<file path="config.mk">
export PLATFORM = sky130hd
export DESIGN_NAME = pg_xlat_top
export DESIGN_NICKNAME = d
export VERILOG_FILES = /design/src/rtl/pg_xlat_pkg.sv /design/src/rtl/pg_regs.sv /design/src/rtl/pg_local_map.sv /design/src/rtl/pg_region.sv /design/src/rtl/pg_xlat_top.sv
export SDC_FILE = /design/constraint.sdc
export NUM_CORES = 1
export LEC_CHECK = 0
export ABC_AREA = 0
export BUFFER_PORTS_ARGS = -buffer_cell sky130_fd_sc_hd__buf_4
export CAP_MARGIN = 30
export CORE_MARGIN = 2
export CORE_UTILIZATION = 55
export CTS_CLUSTER_SIZE = 8
export DETAILED_ROUTE_END_ITERATION = 6
export PLACE_DENSITY = 0.85
export SYNTH_ARGS = -nofsm -noshare
export SYNTH_HDL_FRONTEND = slang
export SYNTH_SLANG_ARGS = --single-unit
</file>
<file path="constraint.sdc">
create_clock -name clk -period 2.25 [get_ports clk]
set_input_delay 0.225 -clock clk [delete_from_list [all_inputs] [get_ports clk]]
set_output_delay 0.225 -clock clk [all_outputs]
set_load 0.01 [all_outputs]
</file>
<file path="src/rtl/pg_xlat_pkg.sv">
// Shared widths, select codes and global area constants for the translator.
// Assumes the 16-bit local / 23-bit global geometry; constants are derived from it.
package pg_xlat_pkg;
    localparam int LOC_W   = 16;
    localparam int GLB_W   = 23;
    localparam int PAGE_W  = 8;
    localparam int GPAGE_W = GLB_W - LOC_W;
    localparam int NUM_RGN = 5;

    // Region bit positions in the one-hot output
    localparam int RGN_REG = 0;
    localparam int RGN_RAM = 1;
    localparam int RGN_EE  = 2;
    localparam int RGN_EXT = 3;
    localparam int RGN_FL  = 4;

    // Upper bounds (exclusive) of each global area
    localparam logic [GLB_W-1:0] LIM_REG = 23'h00_0800;
    localparam logic [GLB_W-1:0] LIM_RAM = 23'h10_0000;
    localparam logic [GLB_W-1:0] LIM_EE  = 23'h14_0000;
    localparam logic [GLB_W-1:0] LIM_EXT = 23'h40_0000;

    // Fixed prefixes that place each area in the global map
    localparam logic [2:0] PFX_RAM = 3'b000;
    localparam logic [4:0] PFX_EE  = 5'b00100;
    localparam logic       PFX_FL  = 1'b1;

    // 16 KB block numbers used by the middle local quarter
    localparam logic [8:0] BLK_RAM_MID = 9'h03F;
    localparam logic [8:0] BLK_EXT_MID = 9'h051;
    localparam logic [8:0] BLK_FL_MID  = 9'h1FD;

    typedef enum logic [1:0] {
        SEL_RAM = 2'd0,
        SEL_EE  = 2'd1,
        SEL_FL  = 2'd2,
        SEL_GLB = 2'd3
    } pg_sel_e;

    typedef enum logic [1:0] {
        MAP_FLASH = 2'd0,
        MAP_RAM   = 2'd1,
        MAP_EXT   = 2'd2,
        MAP_FLALT = 2'd3
    } map_mode_e;

    typedef struct packed {
        logic [PAGE_W-1:0]  ram;
        logic [PAGE_W-1:0]  ee;
        logic [PAGE_W-1:0]  fl;
        logic [GPAGE_W-1:0] glb;
    } page_set_t;
endpackage

</file>
<file path="src/rtl/pg_regs.sv">
// Page register file: three 8-bit banked page registers and one 7-bit
// global page register, loaded through a single write port.
// Assumes synchronous active-low reset; reset values come from parameters.
module pg_regs
    import pg_xlat_pkg::*;
#(
    parameter logic [PAGE_W-1:0]  RAM_RST = 8'hFD,
    parameter logic [PAGE_W-1:0]  EE_RST  = 8'hFE,
    parameter logic [PAGE_W-1:0]  FL_RST  = 8'hFE,
    parameter logic [GPAGE_W-1:0] GLB_RST = 7'h00
) (
    input  logic              clk,
    input  logic              rst_n,
    input  logic              wr_en,
    input  logic [1:0]        wr_sel,
    input  logic [PAGE_W-1:0] wr_data,
    output page_set_t         pages
);
    localparam int NUM_BYTE = 3;
    localparam logic [NUM_BYTE*PAGE_W-1:0] BYTE_RST = {RAM_RST, EE_RST, FL_RST};

    logic [PAGE_W-1:0]  pg_byte [NUM_BYTE];
    logic [GPAGE_W-1:0] pg_glb;

    // Byte-wide banked page registers: slot 0 RAM, 1 EEPROM, 2 flash
    for (genvar g = 0; g < NUM_BYTE; g++) begin : g_byte
        localparam logic [PAGE_W-1:0] RST_V = BYTE_RST[(NUM_BYTE-1-g)*PAGE_W +: PAGE_W];
        // Load the slot when selected, else hold
        always_ff @(posedge clk) begin
            if (!rst_n)
                pg_byte[g] <= RST_V;
            else if (wr_en && wr_sel == 2'(g))
                pg_byte[g] <= wr_data;
        end
    end

    // Global page register keeps only the low seven data bits
    always_ff @(posedge clk) begin
        if (!rst_n)
            pg_glb <= GLB_RST;
        else if (wr_en && wr_sel == SEL_GLB)
            pg_glb <= wr_data[GPAGE_W-1:0];
    end

    // Present the register set as one struct
    always_comb begin
        pages.ram = pg_byte[SEL_RAM];
        pages.ee  = pg_byte[SEL_EE];
        pages.fl  = pg_byte[SEL_FL];
        pages.glb = pg_glb;
    end

    p_wr_ram_r9: assert property (@(posedge clk) disable iff (!rst_n)
        (wr_en && wr_sel == SEL_RAM) |=> pages.ram == $past(wr_data));
    p_hold_r9: assert property (@(posedge clk) disable iff (!rst_n)
        !wr_en |=> $stable(pages));
    p_glb_drop_msb_r8: assert property (@(posedge clk) disable iff (!rst_n)
        (wr_en && wr_sel == SEL_GLB) |=> pages.glb == $past(wr_data[GPAGE_W-1:0]));
endmodule

</file>
<file path="src/rtl/pg_local_map.sv">
// Local-map translator: splits the 64 KB local space into banked windows,
// fixed aliases and a mode-selected middle quarter, and builds the global
// address. Purely combinational; assumes page values are stable per cycle.
module pg_local_map
    import pg_xlat_pkg::*;
(
    input  logic [LOC_W-1:0] loc,
    input  logic [1:0]       mode,
    input  page_set_t        pages,
    output logic [GLB_W-1:0] ga
);
    localparam logic [PAGE_W-1:0] TOP_PAGE = '1;

    logic [GLB_W-1:0] mid_ga;

    // Target of local 0x4000-0x7FFF chosen by the mapping mode
    always_comb begin
        unique case (map_mode_e'(mode))
            MAP_RAM: mid_ga = {BLK_RAM_MID, loc[13:0]};
            MAP_EXT: mid_ga = {BLK_EXT_MID, loc[13:0]};
            default: mid_ga = {BLK_FL_MID,  loc[13:0]};
        endcase
    end

    // Region decode and splice of page number and offset
    always_comb begin
        if (loc[15:11] == 5'b00000)
            ga = {{(GLB_W-LOC_W){1'b0}}, loc};
        else if (loc[15:10] == 6'b000010)
            ga = {PFX_EE, pages.ee, loc[9:0]};
        else if (loc[15:10] == 6'b000011)
            ga = {PFX_EE, TOP_PAGE, loc[9:0]};
        else if (loc[15:12] == 4'h1)
            ga = {PFX_RAM, pages.ram, loc[11:0]};
        else if (loc[15:13] == 3'b001)
            ga = {PFX_RAM, TOP_PAGE[7:1], loc[12:0]};
        else if (loc[15:14] == 2'b01)
            ga = mid_ga;
        else if (loc[15:14] == 2'b10)
            ga = {PFX_FL, pages.fl, loc[13:0]};
        else
            ga = {PFX_FL, TOP_PAGE, loc[13:0]};
    end
endmodule

</file>
<file path="src/rtl/pg_region.sv">
// Region classifier: reports, one-hot, which physical area a global
// address falls in. Assumes areas are contiguous and ordered upward.
module pg_region
    import pg_xlat_pkg::*;
(
    input  logic [GLB_W-1:0]   ga,
    output logic [NUM_RGN-1:0] hit
);
    // Compare against ascending area limits
    always_comb begin
        hit = '0;
        if (ga < LIM_REG)      hit[RGN_REG] = 1'b1;
        else if (ga < LIM_RAM) hit[RGN_RAM] = 1'b1;
        else if (ga < LIM_EE)  hit[RGN_EE]  = 1'b1;
        else if (ga < LIM_EXT) hit[RGN_EXT] = 1'b1;
        else                   hit[RGN_FL]  = 1'b1;
    end
endmodule

</file>
<file path="src/rtl/pg_xlat_top.sv">
// Paged memory address translator top: page register file, local-map
// translator, global-access bypass and region classifier.
// Assumes loc_addr, glob_acc and map_mode are valid for the whole cycle.
module pg_xlat_top
    import pg_xlat_pkg::*;
#(
    parameter logic [7:0] RAM_RST = 8'hFD,
    parameter logic [7:0] EE_RST  = 8'hFE,
    parameter logic [7:0] FL_RST  = 8'hFE,
    parameter logic [6:0] GLB_RST = 7'h00
) (
    input  logic        clk,
    input  logic        rst_n,
    input  logic        wr_en,
    input  logic [1:0]  wr_sel,
    input  logic [7:0]  wr_data,
    input  logic [15:0] loc_addr,
    input  logic        glob_acc,
    input  logic [1:0]  map_mode,
    output logic [22:0] gaddr,
    output logic [4:0]  region
);
    page_set_t        pages;
    logic [GLB_W-1:0] local_ga;

    pg_regs #(
        .RAM_RST(RAM_RST), .EE_RST(EE_RST), .FL_RST(FL_RST), .GLB_RST(GLB_RST)
    ) u_regs (
        .clk(clk), .rst_n(rst_n), .wr_en(wr_en), .wr_sel(wr_sel),
        .wr_data(wr_data), .pages(pages)
    );

    pg_local_map u_map (
        .loc(loc_addr), .mode(map_mode), .pages(pages), .ga(local_ga)
    );

    // Global-access bypass overrides the local map
    always_comb begin
        gaddr = glob_acc ? {pages.glb, loc_addr} : local_ga;
    end

    pg_region u_rgn (
        .ga(gaddr), .hit(region)
    );

    p_region_onehot_r10: assert property (@(posedge clk) disable iff (!rst_n)
        $onehot(region));
    p_glob_offset_r8: assert property (@(posedge clk) disable iff (!rst_n)
        glob_acc |-> gaddr[15:0] == loc_addr);
    p_reg_identity_r2: assert property (@(posedge clk) disable iff (!rst_n)
        (!glob_acc && loc_addr < 16'h0800) |-> (gaddr == 23'(loc_addr) && region[RGN_REG]));
    p_top_fixed_r6: assert property (@(posedge clk) disable iff (!rst_n)
        (!glob_acc && loc_addr[15:14] == 2'b11) |-> gaddr[22:14] == 9'h1FF);
    p_flash_win_r5: assert property (@(posedge clk) disable iff (!rst_n)
        (!glob_acc && loc_addr[15:14] == 2'b10) |-> region[RGN_FL]);
endmodule

</file>
==> results.yml <==
finish:
  nNetsFinal: 256
  stdcell_area_mm2: 0.00215
  antenna_cells: 0
  layout_common_cells: "buf_4 (42), edfxtp_1 (24), nand2_1 (16)"
  mostFrequentLayoutCell: "buf_4"
  syn2layout_area_growth_pct: 14.6
  drive_gt1_share_pct: 31.4
sta:
  max_slew.worst_pin.slew_ns: 0.469
  finClkSkew_ns: 0
  finalWorstPathRequiredPeriod_ns: 2.11
  finalWorstSetupSlack_ns: 0.138
  setup_violations: 0
  drv_slew: 0
  setup_tns_ns: 0
  slew_headroom_pct: 68.6
  rsz0062_at_grt: "no"
  fmax_mhz: 473
  fin_crit_sh_pct: 93.9
  finalHoldViolations: 0
route:
  dr.pass1.iters: 4
  post_drt_wl_per_cell_um: 14.3
  via_per_inst: 5.41
  drc: 0
  drt_iter0_markers: 99
  vias: 1456
  wirelength_um: 3840
  ant_nets: 0
placement:
  dpl.hpwl_um: 3010
  numPortBuffers: 39
  placed_area_mm2: 0.00211
  gp_congestion: 0.937
  dp_slack_ns: 0.225
worst_setup_path:
  cp-end-kind: "primary output"
  cp_max_fo: 2
  cp_data_arrival_time_ns: 1.89
  path_class: "reg2out"
  worstPathRequired_ns: 2.03
  startpoint_type: "flop"
synth:
  yosys.area.top_type: "edfxtp_1"
  async_flop_share_pct: 0
  synth-seq-area-share_pct: 45.8
  syn_nets: 225
  ys_ff_latch: 31
  synth_flop_cell: "edfxtp_1"
  netlist_top_cells_area: "edfxtp_1 (38%), dfxtp_1 (7.5%), mux2i_1 (4.8%)"
  syn_area_mm2: 0.00188
  synth-edff-count: 24
  syn_inst: 191
  synth_top_area_share_pct: 38.3
  yosys_warnings: 0
  synth_area_per_cell_um2: 9.84
  synth_cell_types: 47
floorplan:
  die_h_um: 62.5
  core_mm2: 0.00331
  die_x_um: 62.5
  die_area_mm2: 0.00390
  initial_utilization_pct: 56.8
  rows: 21
  pin_count: 60
run:
  cap_violations: 0
run_status:
  run_status: "finished clean"
clocking:
  numCtsBuffers: 5
  cts_resized: 0
  clk_pin_slew_ns: 0.09
  clockBufferDepth: 2
  clock_latency_ns: 0.32
  cts.root.buffer_cell: "clkbuf_4"
  cts_tree: "yes"
  htreeDepth: 2
  cts_sinks: 31
  cts_setup_buffers: 0
  hold_buffers: 0
power_and_ir_drop:
  ir_worst_vdd_mv: 0.467
  p_sw_mw: 0.308
  p_int_mw: 0.878
  pwr-share-seq_pct: 56.2
  power.leakage_nw: 0.887
  pwr-share-clk_pct: 24.0
  switching_share_pct: 26.0
  comb_power_share_pct: 19.8
  power.density_mw_per_mm2: 551
grt:
  grt_pass1_wl_um: 6330
  grt_max_degree: 19
  grt_pass1_vias: 1351
  antenna_found_initial: 0
  grt_use_total_pct: 20.8
  grt_overflow_total: 0
hold_path:
  worst_hold_path_type: "in2reg"
-- critical path, stage by stage (launching register included) --
cell and delay, ns:
edfxtp_1 0.36, or3_1 0.32, a32oi_1 0.25, nand4_1 0.17
o31a_1 0.33, buf_4 0.14
-- layer usage --
layer / GRT usage [%] / vias to the layer above / part of all wire [%] / wire [um]
li1: - / 737 / - / -
met2: 34.3 / 51 / 49 / 1880
met4: 6.94 / 0 / 1.7 / 67
met3: 4.68 / 10 / 6.5 / 251
met5: 0 / - / 0 / 0
met1: 27.3 / 658 / 43 / 1640
-- worst paths after layout --
path / from / to / slack, ns / cells after the start
worst max-delay path: u_regs.pg_byte[2][2] / region[1] / 0.14 / 5
worst min-delay path: wr_data[7] / u_regs.pg_byte[0][7] / 0.19 / 2
worst max register to register: u_regs.pg_glb[5] / u_regs.pg_glb[5] / 1.61 / 2
worst min register to register: u_regs.pg_glb[2] / u_regs.pg_glb[2] / 0.54 / 2
-- layout make-up --
| cell class | instances | area [um2] |
|---|---|---|
| tap | 46 | 57.6 |
| clock buffer | 6 | 41.3 |
| clock inverter | 2 | 7.51 |
| sequential | 31 | 861 |
| multi-input combinational | 128 | 820 |
| timing repair buffer | 42 | 315 |
| fill | 292 | 1160 |
| inverter | 14 | 52.6 |
-- synth_stat cells, drive strengths merged (3+ instances only) --
cell type	number
mux2i	9
nand3	3
o211ai	5
a21oi	7
o31ai	3
inv	14
o21ai	9
a32oi	3
clkbuf	3
nor2b	9
nand2b	8
or2	14
nand2	16
nor2	11
edfxtp	24
dfxtp	7
or3	4
buf	15
-- state kept, by name, indices dropped and copies added (netlist names) --
signal	cells
u_regs.pg_glb	7
u_regs.pg_byte	24
-- per-stage QoR --
step | total power [mW] | hold slack, ns | cells | util, %
2_1_floorplan | 0.830 | 0.391 | 191 | -
3_3_place_gp | 0.910 | 0.450 | 261 | 63.6
3_5_place_dp | 0.915 | 0.450 | 261 | 63.6
4_1_cts | 1.19 | 0.187 | 269 | 65.1
5_1_grt | 1.24 | 0.182 | 269 | 65.1
6_report | 1.19 | 0.189 | 269 | 65.1
-- kinds of logic (layout without fill, tap and decap cells) --
family	Yosys count	in the layout	synth area share, %
AOI/OAI and AO/OA	36	36	13.3
adders and majority gates	2	2	1.33
buffers and inverters	32	64	10.6
DFF	31	31	45.8
muxes	10	10	5.39
and+or+nand+nor	80	80	23.6
-- power groups by stage --
| stage | Sequential (mW) | Clock (mW) | Combinational, mW |
|---|---|---|---|
| 6_report | 0.667 | 0.284 | 0.235 |
| 5_1_grt | 0.671 | 0.312 | 0.259 |
| 4_1_cts | 0.667 | 0.289 | 0.236 |
| 3_5_place_dp | 0.680 | 0 | 0.235 |
| 3_3_place_gp | 0.679 | 0 | 0.231 |
| 2_1_floorplan | 0.674 | 0 | 0.156 |
No activity file was read; power rests on OpenSTA's default activity.
